File: src/rtl/iq_tone_pkg.sv
package iq_tone_pkg;
  localparam int REG_W = 32;
  localparam int COEF_W = 8;
  localparam int ANG_W = 16;  // full turn = 2**16, angle table is scaled to this

  typedef enum logic [1:0] {
    SEL_FREQ  = 2'd0,
    SEL_IWORD = 2'd1,
    SEL_QWORD = 2'd2,
    SEL_NONE  = 2'd3
  } reg_sel_e;

  // atan(2^-k) in units of 2**16 per turn
  function automatic logic [ANG_W-1:0] atan_step(input int k);
    case (k)
      0:       atan_step = 16'd8192;
      1:       atan_step = 16'd4836;
      2:       atan_step = 16'd2555;
      3:       atan_step = 16'd1297;
      4:       atan_step = 16'd651;
      5:       atan_step = 16'd326;
      6:       atan_step = 16'd163;
      7:       atan_step = 16'd81;
      8:       atan_step = 16'd41;
      9:       atan_step = 16'd20;
      10:      atan_step = 16'd10;
      11:      atan_step = 16'd5;
      12:      atan_step = 16'd3;
      13:      atan_step = 16'd1;
      14:      atan_step = 16'd1;
      default: atan_step = 16'd0;
    endcase
  endfunction
endpackage

File: src/rtl/tone_regs.sv
module tone_regs
  import iq_tone_pkg::*;
#(
  parameter int ACC_W = 32,
  parameter logic [7:0] OFS_RST = 8'd128
) (
  input  logic                     clk_i,
  input  logic                     rst_ni,
  input  logic                     wr_en_i,
  input  logic [1:0]               wr_addr_i,
  input  logic [REG_W-1:0]         wr_data_i,
  output logic [ACC_W-1:0]         freq_o,
  output logic [COEF_W-1:0]        i_coef_o,
  output logic [COEF_W-1:0]        q_coef_o,
  output logic [7:0]               ofs_o
);
  localparam int CF_LSB = REG_W - COEF_W;

  always_ff @(posedge clk_i or negedge rst_ni) begin
    if (!rst_ni) begin
      freq_o   <= '0;
      i_coef_o <= '0;
      q_coef_o <= '0;
      ofs_o    <= OFS_RST;
    end else if (wr_en_i) begin
      case (reg_sel_e'(wr_addr_i))
        SEL_FREQ:  freq_o <= ACC_W'(wr_data_i);
        SEL_IWORD: begin
          i_coef_o <= wr_data_i[REG_W-1:CF_LSB];
          ofs_o    <= wr_data_i[7:0];
        end
        SEL_QWORD: q_coef_o <= wr_data_i[REG_W-1:CF_LSB];
        default: ;
      endcase
    end
  end
endmodule

File: src/rtl/tone_phase_acc.sv
module tone_phase_acc
  import iq_tone_pkg::*;
#(
  parameter int ACC_W = 32
) (
  input  logic             clk_i,
  input  logic             rst_ni,
  input  logic [ACC_W-1:0] freq_i,
  output logic [ANG_W-1:0] ang_o
);
  logic [ACC_W-1:0] phase_q;

  // never cleared by a frequency write: phase stays continuous
  always_ff @(posedge clk_i or negedge rst_ni) begin
    if (!rst_ni) phase_q <= '0;
    else         phase_q <= phase_q + freq_i;
  end

  assign ang_o = phase_q[ACC_W-1 -: ANG_W];
endmodule

File: src/rtl/tone_cordic.sv
module tone_cordic
  import iq_tone_pkg::*;
#(
  parameter int DW   = 16,
  parameter int FRAC = 6,
  parameter int ITER = 12
) (
  input  logic                 clk_i,
  input  logic                 rst_ni,
  input  logic [ANG_W-1:0]     ang_i,
  input  logic [COEF_W-1:0]    i_coef_i,
  input  logic [COEF_W-1:0]    q_coef_i,
  output logic signed [DW-1:0] x_o
);
  localparam int EXT = DW - COEF_W - FRAC;

  logic signed [DW-1:0]    i_ext, q_ext, x_pre, y_pre;
  logic signed [ANG_W-1:0] z_pre;
  logic signed [DW-1:0]    x_s [ITER];
  logic signed [DW-1:0]    y_s [ITER];
  logic signed [ANG_W-1:0] z_s [ITER];

  // explicit two's complement sign extension of the byte coefficients
  assign i_ext = {{EXT{i_coef_i[COEF_W-1]}}, i_coef_i, {FRAC{1'b0}}};
  assign q_ext = {{EXT{q_coef_i[COEF_W-1]}}, q_coef_i, {FRAC{1'b0}}};

  // quadrant pre-rotation, residual angle in [0, quarter turn)
  always_comb begin
    z_pre = {2'b00, ang_i[ANG_W-3:0]};
    case (ang_i[ANG_W-1 -: 2])
      2'd0:    begin x_pre = i_ext;  y_pre = q_ext;  end
      2'd1:    begin x_pre = -q_ext; y_pre = i_ext;  end
      2'd2:    begin x_pre = -i_ext; y_pre = -q_ext; end
      default: begin x_pre = q_ext;  y_pre = -i_ext; end
    endcase
  end

  always_ff @(posedge clk_i or negedge rst_ni) begin
    if (!rst_ni) begin
      for (int k = 0; k < ITER; k++) begin
        x_s[k] <= '0;
        y_s[k] <= '0;
        z_s[k] <= '0;
      end
      x_o <= '0;
    end else begin
      x_s[0] <= x_pre;
      y_s[0] <= y_pre;
      z_s[0] <= z_pre;
      for (int k = 0; k < ITER - 1; k++) begin
        if (!z_s[k][ANG_W-1]) begin
          x_s[k+1] <= x_s[k] - (y_s[k] >>> k);
          y_s[k+1] <= y_s[k] + (x_s[k] >>> k);
          z_s[k+1] <= z_s[k] - signed'(atan_step(k));
        end else begin
          x_s[k+1] <= x_s[k] + (y_s[k] >>> k);
          y_s[k+1] <= y_s[k] - (x_s[k] >>> k);
          z_s[k+1] <= z_s[k] + signed'(atan_step(k));
        end
      end
      if (!z_s[ITER-1][ANG_W-1]) x_o <= x_s[ITER-1] - (y_s[ITER-1] >>> (ITER - 1));
      else                       x_o <= x_s[ITER-1] + (y_s[ITER-1] >>> (ITER - 1));
    end
  end
endmodule

File: src/rtl/tone_out_stage.sv
module tone_out_stage #(
  parameter int DW   = 16,
  parameter int FRAC = 6,
  parameter int LAT  = 15
) (
  input  logic                 clk_i,
  input  logic                 rst_ni,
  input  logic signed [DW-1:0] x_i,
  input  logic [7:0]           ofs_i,
  output logic [7:0]           sample_o,
  output logic                 valid_o
);
  logic signed [DW-1:0] x_rnd;
  logic signed [DW:0]   sum;
  logic [7:0]           sat;
  logic [LAT-1:0]       fill_q;

  assign x_rnd = (x_i + DW'(1 << (FRAC - 1))) >>> FRAC;
  assign sum   = $signed({{(DW-8){1'b0}}, ofs_i}) + (DW+1)'(x_rnd);

  always_comb begin
    if (sum < 0)                        sat = 8'd0;
    else if (sum > $signed((DW+1)'(255))) sat = 8'd255;
    else                                sat = sum[7:0];
  end

  generate
    if (LAT > 1) begin : g_fill
      always_ff @(posedge clk_i or negedge rst_ni) begin
        if (!rst_ni) fill_q <= '0;
        else         fill_q <= {fill_q[LAT-2:0], 1'b1};
      end
    end else begin : g_fill1
      always_ff @(posedge clk_i or negedge rst_ni) begin
        if (!rst_ni) fill_q <= '0;
        else         fill_q <= 1'b1;
      end
    end
  endgenerate

  always_ff @(posedge clk_i or negedge rst_ni) begin
    if (!rst_ni) sample_o <= '0;
    else         sample_o <= fill_q[LAT-1] ? sat : 8'd0;
  end

  always_ff @(posedge clk_i or negedge rst_ni) begin
    if (!rst_ni) valid_o <= 1'b0;
    else         valid_o <= fill_q[LAT-1];
  end
endmodule

File: src/rtl/iq_tone_gen.sv
module iq_tone_gen
  import iq_tone_pkg::*;
#(
  parameter int ACC_W = 32,
  parameter int DW    = 16,
  parameter int FRAC  = 6,
  parameter int ITER  = 12,
  parameter logic [7:0] OFS_RST = 8'd128
) (
  input  logic        clk_i,
  input  logic        rst_ni,
  input  logic        wr_en_i,
  input  logic [1:0]  wr_addr_i,
  input  logic [31:0] wr_data_i,
  output logic [7:0]  sample_o,
  output logic        valid_o
);
  // accumulator, pre-rotation and ITER stages before the output register
  localparam int FILL = ITER + 2;

  logic [ACC_W-1:0]     freq;
  logic [COEF_W-1:0]    i_coef, q_coef;
  logic [7:0]           ofs;
  logic [ANG_W-1:0]     ang;
  logic signed [DW-1:0] x_rot;

  tone_regs #(.ACC_W(ACC_W), .OFS_RST(OFS_RST)) i_regs (
    .clk_i, .rst_ni, .wr_en_i, .wr_addr_i, .wr_data_i,
    .freq_o(freq), .i_coef_o(i_coef), .q_coef_o(q_coef), .ofs_o(ofs)
  );

  tone_phase_acc #(.ACC_W(ACC_W)) i_acc (
    .clk_i, .rst_ni, .freq_i(freq), .ang_o(ang)
  );

  tone_cordic #(.DW(DW), .FRAC(FRAC), .ITER(ITER)) i_cordic (
    .clk_i, .rst_ni, .ang_i(ang), .i_coef_i(i_coef), .q_coef_i(q_coef), .x_o(x_rot)
  );

  tone_out_stage #(.DW(DW), .FRAC(FRAC), .LAT(FILL)) i_out (
    .clk_i, .rst_ni, .x_i(x_rot), .ofs_i(ofs), .sample_o, .valid_o
  );
endmodule

File: config.mk
export PLATFORM = sky130hd
export DESIGN_NAME = iq_tone_gen
export DESIGN_NICKNAME = d
export VERILOG_FILES = /design/src/rtl/iq_tone_pkg.sv /design/src/rtl/tone_regs.sv /design/src/rtl/tone_phase_acc.sv /design/src/rtl/tone_cordic.sv /design/src/rtl/tone_out_stage.sv /design/src/rtl/iq_tone_gen.sv
export SDC_FILE = /design/constraint.sdc
export NUM_CORES = 2
export LEC_CHECK = 0
export CORE_MARGIN = 3
export CORE_UTILIZATION = 45
export CTS_CLUSTER_DIAMETER = 200
export CTS_CLUSTER_SIZE = 20
export DETAILED_ROUTE_END_ITERATION = 10
export GPL_ROUTABILITY_DRIVEN = 1
export HOLD_SLACK_MARGIN = 0.1
export SYNTH_ARGS = -nofsm -noshare
export SYNTH_HDL_FRONTEND = slang
export SYNTH_SLANG_ARGS = --single-unit
File: constraint.sdc
create_clock -name clk_i -period 3.2 [get_ports clk_i]
set_input_delay 0.64 -clock clk_i [delete_from_list [all_inputs] [get_ports clk_i]]
set_output_delay 0.64 -clock clk_i [all_outputs]
set_load 0.02 [all_outputs]
[After elaboration in Yosys (flattened, before gate mapping)]
Cells that the tools add are included.
Word-level totals
  flip-flop bits (word level): 701
  input port bits: 37
  output and inout bits: 9
  word-level logic and storage cells: 182
Cells by class
  add/sub/neg operators: 70
  $lt $le $gt $ge: 2
  equality and inequality tests: 4
  mux-type cells: 56
  reduce and logical (&&, ||, !) cells: 5
Operators by type and width (count)
  $mux W16: 51
  $add A16 B16 Y16: 11
  $sub A16 B16 Y16: 11
  $pmux W16 S3: 2
  $add A16 B10 Y16: 2
  $add A16 B11 Y16: 2
  $add A16 B12 Y16: 2
  $add A16 B13 Y16: 2
  $add A16 B14 Y16: 2
  $add A16 B15 Y16: 2
  $add A16 B6 Y16: 2
  $add A16 B7 Y16: 2
  $add A16 B8 Y16: 2
  $add A16 B9 Y16: 2
  $add A32 B32 Y32: 1
  $neg A14 Y16: 2
  $sub A16 B10 Y16: 2
  $sub A16 B11 Y16: 2
  $sub A16 B12 Y16: 2
  $sub A16 B13 Y16: 2
  $sub A16 B14 Y16: 2
  $sub A16 B15 Y16: 2
  $sub A16 B6 Y16: 2
  $sub A16 B7 Y16: 2
  other kinds (14): 23

[Logic depth before layout (Yosys ltp)]
  depth in word-level cells: 6
  depth in mapped cells: 16
  gate-level depth less buffers: 16

[Hierarchy]
Synthesis repeated with hierarchy kept, for this count alone.
Second synthesis, totals
  cells, all modules: 4339
  area, all modules: 42699.7 um^2
By module, submodules not included
  tone_cordic: times used 1, cells an instance 3831, area an instance 36802.8 um^2, sequential area each 12912.4 um^2
  tone_phase_acc: times used 1, cells an instance 284, area an instance 2612.5 um^2, sequential area each 800.8 um^2
  tone_regs: times used 1, cells an instance 119, area an instance 2092.0 um^2, sequential area each 1402.6 um^2
  tone_out_stage: times used 1, cells an instance 105, area an instance 1192.4 um^2, sequential area each 575.6 um^2

[Least setup slack after synthesis]
Ideal clock, no wire load.
  kind: flip-flop to flip-flop
  from: reg i_cordic.y_s[131] in the netlist's numbering
  to: reg i_cordic.y_s[127] in the netlist's numbering
  setup time: 0.080 ns
  data arrival time: 3.323 ns
  slack: -0.203 ns
  stages on the path, launching flop included: 15
  path buffers: 0
  clock period less this slack: 3.403 ns
  cell sequence: dfrtp_1 > inv_1 > ha_1 > nand2b_1 > or4_1 > or2_2 > o21ai_0 > xor2_1 > ha_1 > and3_1 > a31oi_1 > a211oi_1 > or3_1 > a21oi_1 > xnor2_1
Between the ends
  cells in the longest elaborated chain, start to end: 2
  elaborated cells between the ends (all ways): 3
  those cells by class: add/sub: 2; mux: 1
Ends and longest elaborated chain
  from (decl): RTL line tone_cordic.sv:20  | logic signed [DW-1:0] y_s [ITER];
  from (signal, indexed assignment): RTL line tone_cordic.sv:53  | y_s[k+1] <= y_s[k] + (x_s[k] >>> k);
  from (signal, indexed assignment): RTL line tone_cordic.sv:57  | y_s[k+1] <= y_s[k] - (x_s[k] >>> k);
  $add A16 B13 Y16 or $sub A16 B13 Y16 (tied branches): RTL line tone_cordic.sv:53, tone_cordic.sv:57
  $mux W16 (*): RTL line tone_cordic.sv:51  | if (!z_s[k][ANG_W-1]) begin
Every way passes the cells marked *; elsewhere a longest branch is shown, timed or not.
A chain may end at the register's enable or synchronous reset.

[Worst setup path after layout]
Same ends and word-level chain as after synthesis.

==> key figures <==
Flow run
  – Number of max-capacitance violations reported: 0

Drt
  – Pre-antenna DRT Iters: 5
  – DR iter-0 viols: 1551
  – Detail-routed via count per cell: 5.31
  – Number of nets still failing antenna checks after routing: 0
  – WL/cell: 15.5 um
  – DR vias: 30000
  – Post-route DRC violation count: 0
  – Drt total wl: 87500 um

Timing
  – Final hold violation count: 0
  – Final setup TNS: 0 ns
  – Final Max Slew Viols: 0
  – Final Critical Period: 3.16 ns
  – Timing-limited maximum frequency: 317 MHz
  – Worst Max-Slew Pin Slew: 0.941 ns
  – Final setup viols: 0
  – Period utilisation layout: 98.7%
  – Slew HR: 37.3%
  – Post-route worst setup slack: 0.0410 ns
  – RSZ-0062 raised after global routing: yes
  – Clock tree skew after final layout: 0.0318 ns

Clock network
  – Clk sink count: 622
  – Clock buffers created by TritonCTS: 37
  – Clock-pin slew of the registers on the worst-case setup and hold paths: 0.08 ns
  – Max H-tree Level: 2
  – Buffer depth of the longest clock path: 3
  – Clock tree from TritonCTS: done
  – Source-to-sink clock delay at the later pin of the worst-skew pair: 0.58 ns
  – Buffer type at the clock tree root: sky130_fd_sc_hd__clkbuf_16

Worst setup path
  – Worst reg2reg setup slack: 0.04 ns
  – Crit Reg-Reg Endpoint: i_cordic.y_s[127]
  – Critical path peak fanout: 4
  – Data arrival at the endpoint of the critical path: 3.65 ns
  – Reg2Reg Depth: 14
  – Worst Setup Path Type: flop to flop
  – Required time reported for the critical path endpoint: 3.69 ns
  – Sort of element at the end of the critical path: flop
  – Startpoint of the worst register-to-register path: i_cordic.y_s[131]
  – Crit path launch type: flop

Finish
  – Most common cell after layout, fill and taps aside: sky130_fd_sc_hd__dfrtp_1
  – Proportion of layout cells with a drive suffix above 1: 11.8%
  – Fill count: 8356
  – Syn-to-layout area delta: 12.6%
  – Nets: 5049
  – Multi-input gate area in the final layout: 0.0253 sq mm
  – Storage cell area: 0.0156 sq mm
  – Count of antenna diodes in the layout: 0
  – Most frequent cells in the layout: 612 x sky130_fd_sc_hd__dfrtp_1, 514 x sky130_fd_sc_hd__ha_1, 379 x sky130_fd_sc_hd__xnor2_1
  – Post-route core utilization: 51.5%

Outcome
  – Result of the run: finished clean

Yosys
  – Count of flip-flops with a built-in enable after synthesis: 0
  – Synth Cell Area: 0.0414 sq mm
  – Area fraction in compound gates after synthesis: 16.3%
  – Syn Area/Cell: 9.83 sq um
  – Share of async-settable or async-resettable flops after synthesis: 100%
  – Xor and xnor fraction of the mapped netlist area: 11.9%
  – Sequential share of the synthesized area: 37.6%
  – Share of synthesized area spent on multiplexers: 2.54%
  – Number of synthesized register bits: 622
  – Combinational family with the most area after synthesis: adder cells
  – Synth warnings: 0
  – Adder-cell share of the synthesized area: 17.1%
  – Count of distinct cell types in the synthesized netlist: 87
  – Synth Area in Simple Gates: 11.7%
  – Post-synthesis instance total: 4211
  – Syn_nets: 4796
  – Prevailing post-synth register cell: sky130_fd_sc_hd__dfrtp_1

Hold path
  – Worst Min Path Start: i_out.fill_q[8]
  – Min-Delay Path Class: flop to flop
  – Hold endpoint: i_out.fill_q[9]
  – Hold path cells: 0

Placement
  – Final estimated routing congestion in global placement: 0.858
  – Detailed-placement wirelength estimate: 68800 um
  – Place WS: -0.190 ns
  – I/O Buffers: 45

Floorplanning
  – Chip Width: 309 um
  – Core area: 0.0906 sq mm
  – Die extent in y: 309 um
  – Die area: 0.0957 sq mm
  – I/O pin total: 46
  – Initial standard-cell utilization of the core: 45.7%
  – Row Count: 110

Global route
  – Met1 global-route usage: 25.1%
  – First-pass GRT wire length: 145000 um
  – Most used routing layer: met2
  – Antenna violations before repair: 5
  – Routing usage on met3: 1.69%
  – Vias in the first global route: 29200
  – Global-route track usage on met2: 31.1%
  – Largest net degree at the start of global routing: 111
  – Total overflow reported by the global router: 0
  – Aggregate global-route resource usage: 18.2%
-- metal layers --
| metal | up-vias | part of all wire (%) |
|---|---|---|
| met1 | 14200 | 48 |
| met5 | - | 0.015 |
| met2 | 233 | 47 |
| met4 | 2 | 2.3 |
| li1 | 15400 | - |
| met3 | 100 | 2.0 |
-- state kept, by name, indices dropped and copies added (netlist names) --
signal	count
i_cordic.y_s	161
i_regs.q_coef_o	8
i_cordic.x_o	11
i_cordic.z_s	171
i_out.sample_o	8
i_regs.freq_o	32
i_regs.ofs_o	8
i_acc.phase_q	32
i_out.fill_q	14
i_cordic.x_s	168
i_out.valid_o	1
i_regs.i_coef_o	8
-- how the worst max path moves through the flow --
stage	start	to	slack, ns	cells after the start
after CTS	i_cordic.y_s[131]	i_cordic.y_s[126]	0.008	15
after detailed placement	i_cordic.y_s[131]	i_cordic.y_s[127]	-0.19	14
final	i_cordic.y_s[131]	i_cordic.y_s[127]	0.04	14
after floorplan	i_cordic.y_s[131]	i_cordic.y_s[127]	-0.09	14
after global placement	i_cordic.y_s[131]	i_cordic.y_s[127]	-0.15	14
after global routing	i_cordic.y_s[131]	i_cordic.y_s[127]	-0.09	16
-- critical path, cell delays in order (launching register included) --
cell and delay (ns):
sky130_fd_sc_hd__dfrtp_2 0.42, sky130_fd_sc_hd__inv_2 0.08, sky130_fd_sc_hd__ha_4 0.15, sky130_fd_sc_hd__nand2b_4 0.05, sky130_fd_sc_hd__or4_4 0.42, sky130_fd_sc_hd__or2_4 0.26
sky130_fd_sc_hd__buf_6 0.13, sky130_fd_sc_hd__o41ai_4 0.21, sky130_fd_sc_hd__xor2_1 0.18, sky130_fd_sc_hd__ha_1 0.30, sky130_fd_sc_hd__a21oi_2 0.20, sky130_fd_sc_hd__a211oi_2 0.08
sky130_fd_sc_hd__or3_4 0.35, sky130_fd_sc_hd__a21oi_2 0.15, sky130_fd_sc_hd__xnor2_1 0.12
-- area by class of cell --
class	count	share of cell area (%)
sequential	622	33.4
tap	1176	3.16
clock inverter	3	0.0805
timing repair buffer	272	4.79
multi-input combinational	3269	54.4
inverter	262	2.11
clock buffer	46	2.06
-- through the flow --
step | std cells | hold WS [ns] | instance area (sq um)
5_1_grt | 5650 | 0.359 | 46600
3_3_place_gp | 5593 | 0.331 | 44800
4_1_cts | 5645 | 0.354 | 45900
6_report | 5650 | 0.351 | 46600
2_1_floorplan | 4211 | 0.331 | 41400
3_5_place_dp | 5593 | 0.335 | 44800
-- synth_stat cells, types with 13 or more instances --
cell / number / share of area (%)
sky130_fd_sc_hd__a211oi_1: 27 / 0.49
sky130_fd_sc_hd__a21boi_0: 22 / 0.40
sky130_fd_sc_hd__a21o_1: 120 / 2.2
sky130_fd_sc_hd__a21oi_1: 377 / 4.6
sky130_fd_sc_hd__a31oi_1: 35 / 0.53
sky130_fd_sc_hd__and2_1: 19 / 0.29
sky130_fd_sc_hd__and3_1: 17 / 0.26
sky130_fd_sc_hd__clkbuf_1: 52 / 0.47
sky130_fd_sc_hd__dfrtp_1: 621 / 38
sky130_fd_sc_hd__fa_1: 28 / 1.4
sky130_fd_sc_hd__ha_1: 520 / 16
sky130_fd_sc_hd__inv_1: 259 / 2.3
sky130_fd_sc_hd__mux2_2: 74 / 2.0
sky130_fd_sc_hd__mux2i_1: 13 / 0.31
sky130_fd_sc_hd__nand2_1: 164 / 1.5
sky130_fd_sc_hd__nand2b_1: 33 / 0.50
sky130_fd_sc_hd__nand3_1: 72 / 0.87
sky130_fd_sc_hd__nor2_1: 364 / 3.3
sky130_fd_sc_hd__nor2b_1: 70 / 1.1
sky130_fd_sc_hd__nor3_1: 156 / 1.9
sky130_fd_sc_hd__nor4_1: 18 / 0.27
sky130_fd_sc_hd__o211ai_1: 21 / 0.38
sky130_fd_sc_hd__o21a_1: 63 / 1.1
sky130_fd_sc_hd__o21ai_0: 176 / 2.1
sky130_fd_sc_hd__o21bai_1: 53 / 0.96
sky130_fd_sc_hd__o31ai_1: 22 / 0.40
sky130_fd_sc_hd__o41ai_1: 18 / 0.38
sky130_fd_sc_hd__or3_1: 37 / 0.56
sky130_fd_sc_hd__xnor2_1: 381 / 8.1
sky130_fd_sc_hd__xor2_1: 178 / 3.8
-- timing repair --
action / 4_1_cts / 5_1_grt
endpoints found under the setup margin: 14 / 82
gates cloned: 0 / 0
buffers inserted: 2 / 5
endpoints found under the hold margin: 24 / 0
pin swaps: 8 / 57
hold buffers: 1 / 0
gates resized for setup: 19 / 148
-- logic make-up after synthesis --
group,Yosys count
simple gates,1016
fa+ha+maj,548
mux,91
buf+inv,320
other cells,1
compound gates,1053
xor+xnor,560
flops,622
Power is not shown: default switching activity piles up to over one toggle a cycle in this logic, so the estimate is an artifact.
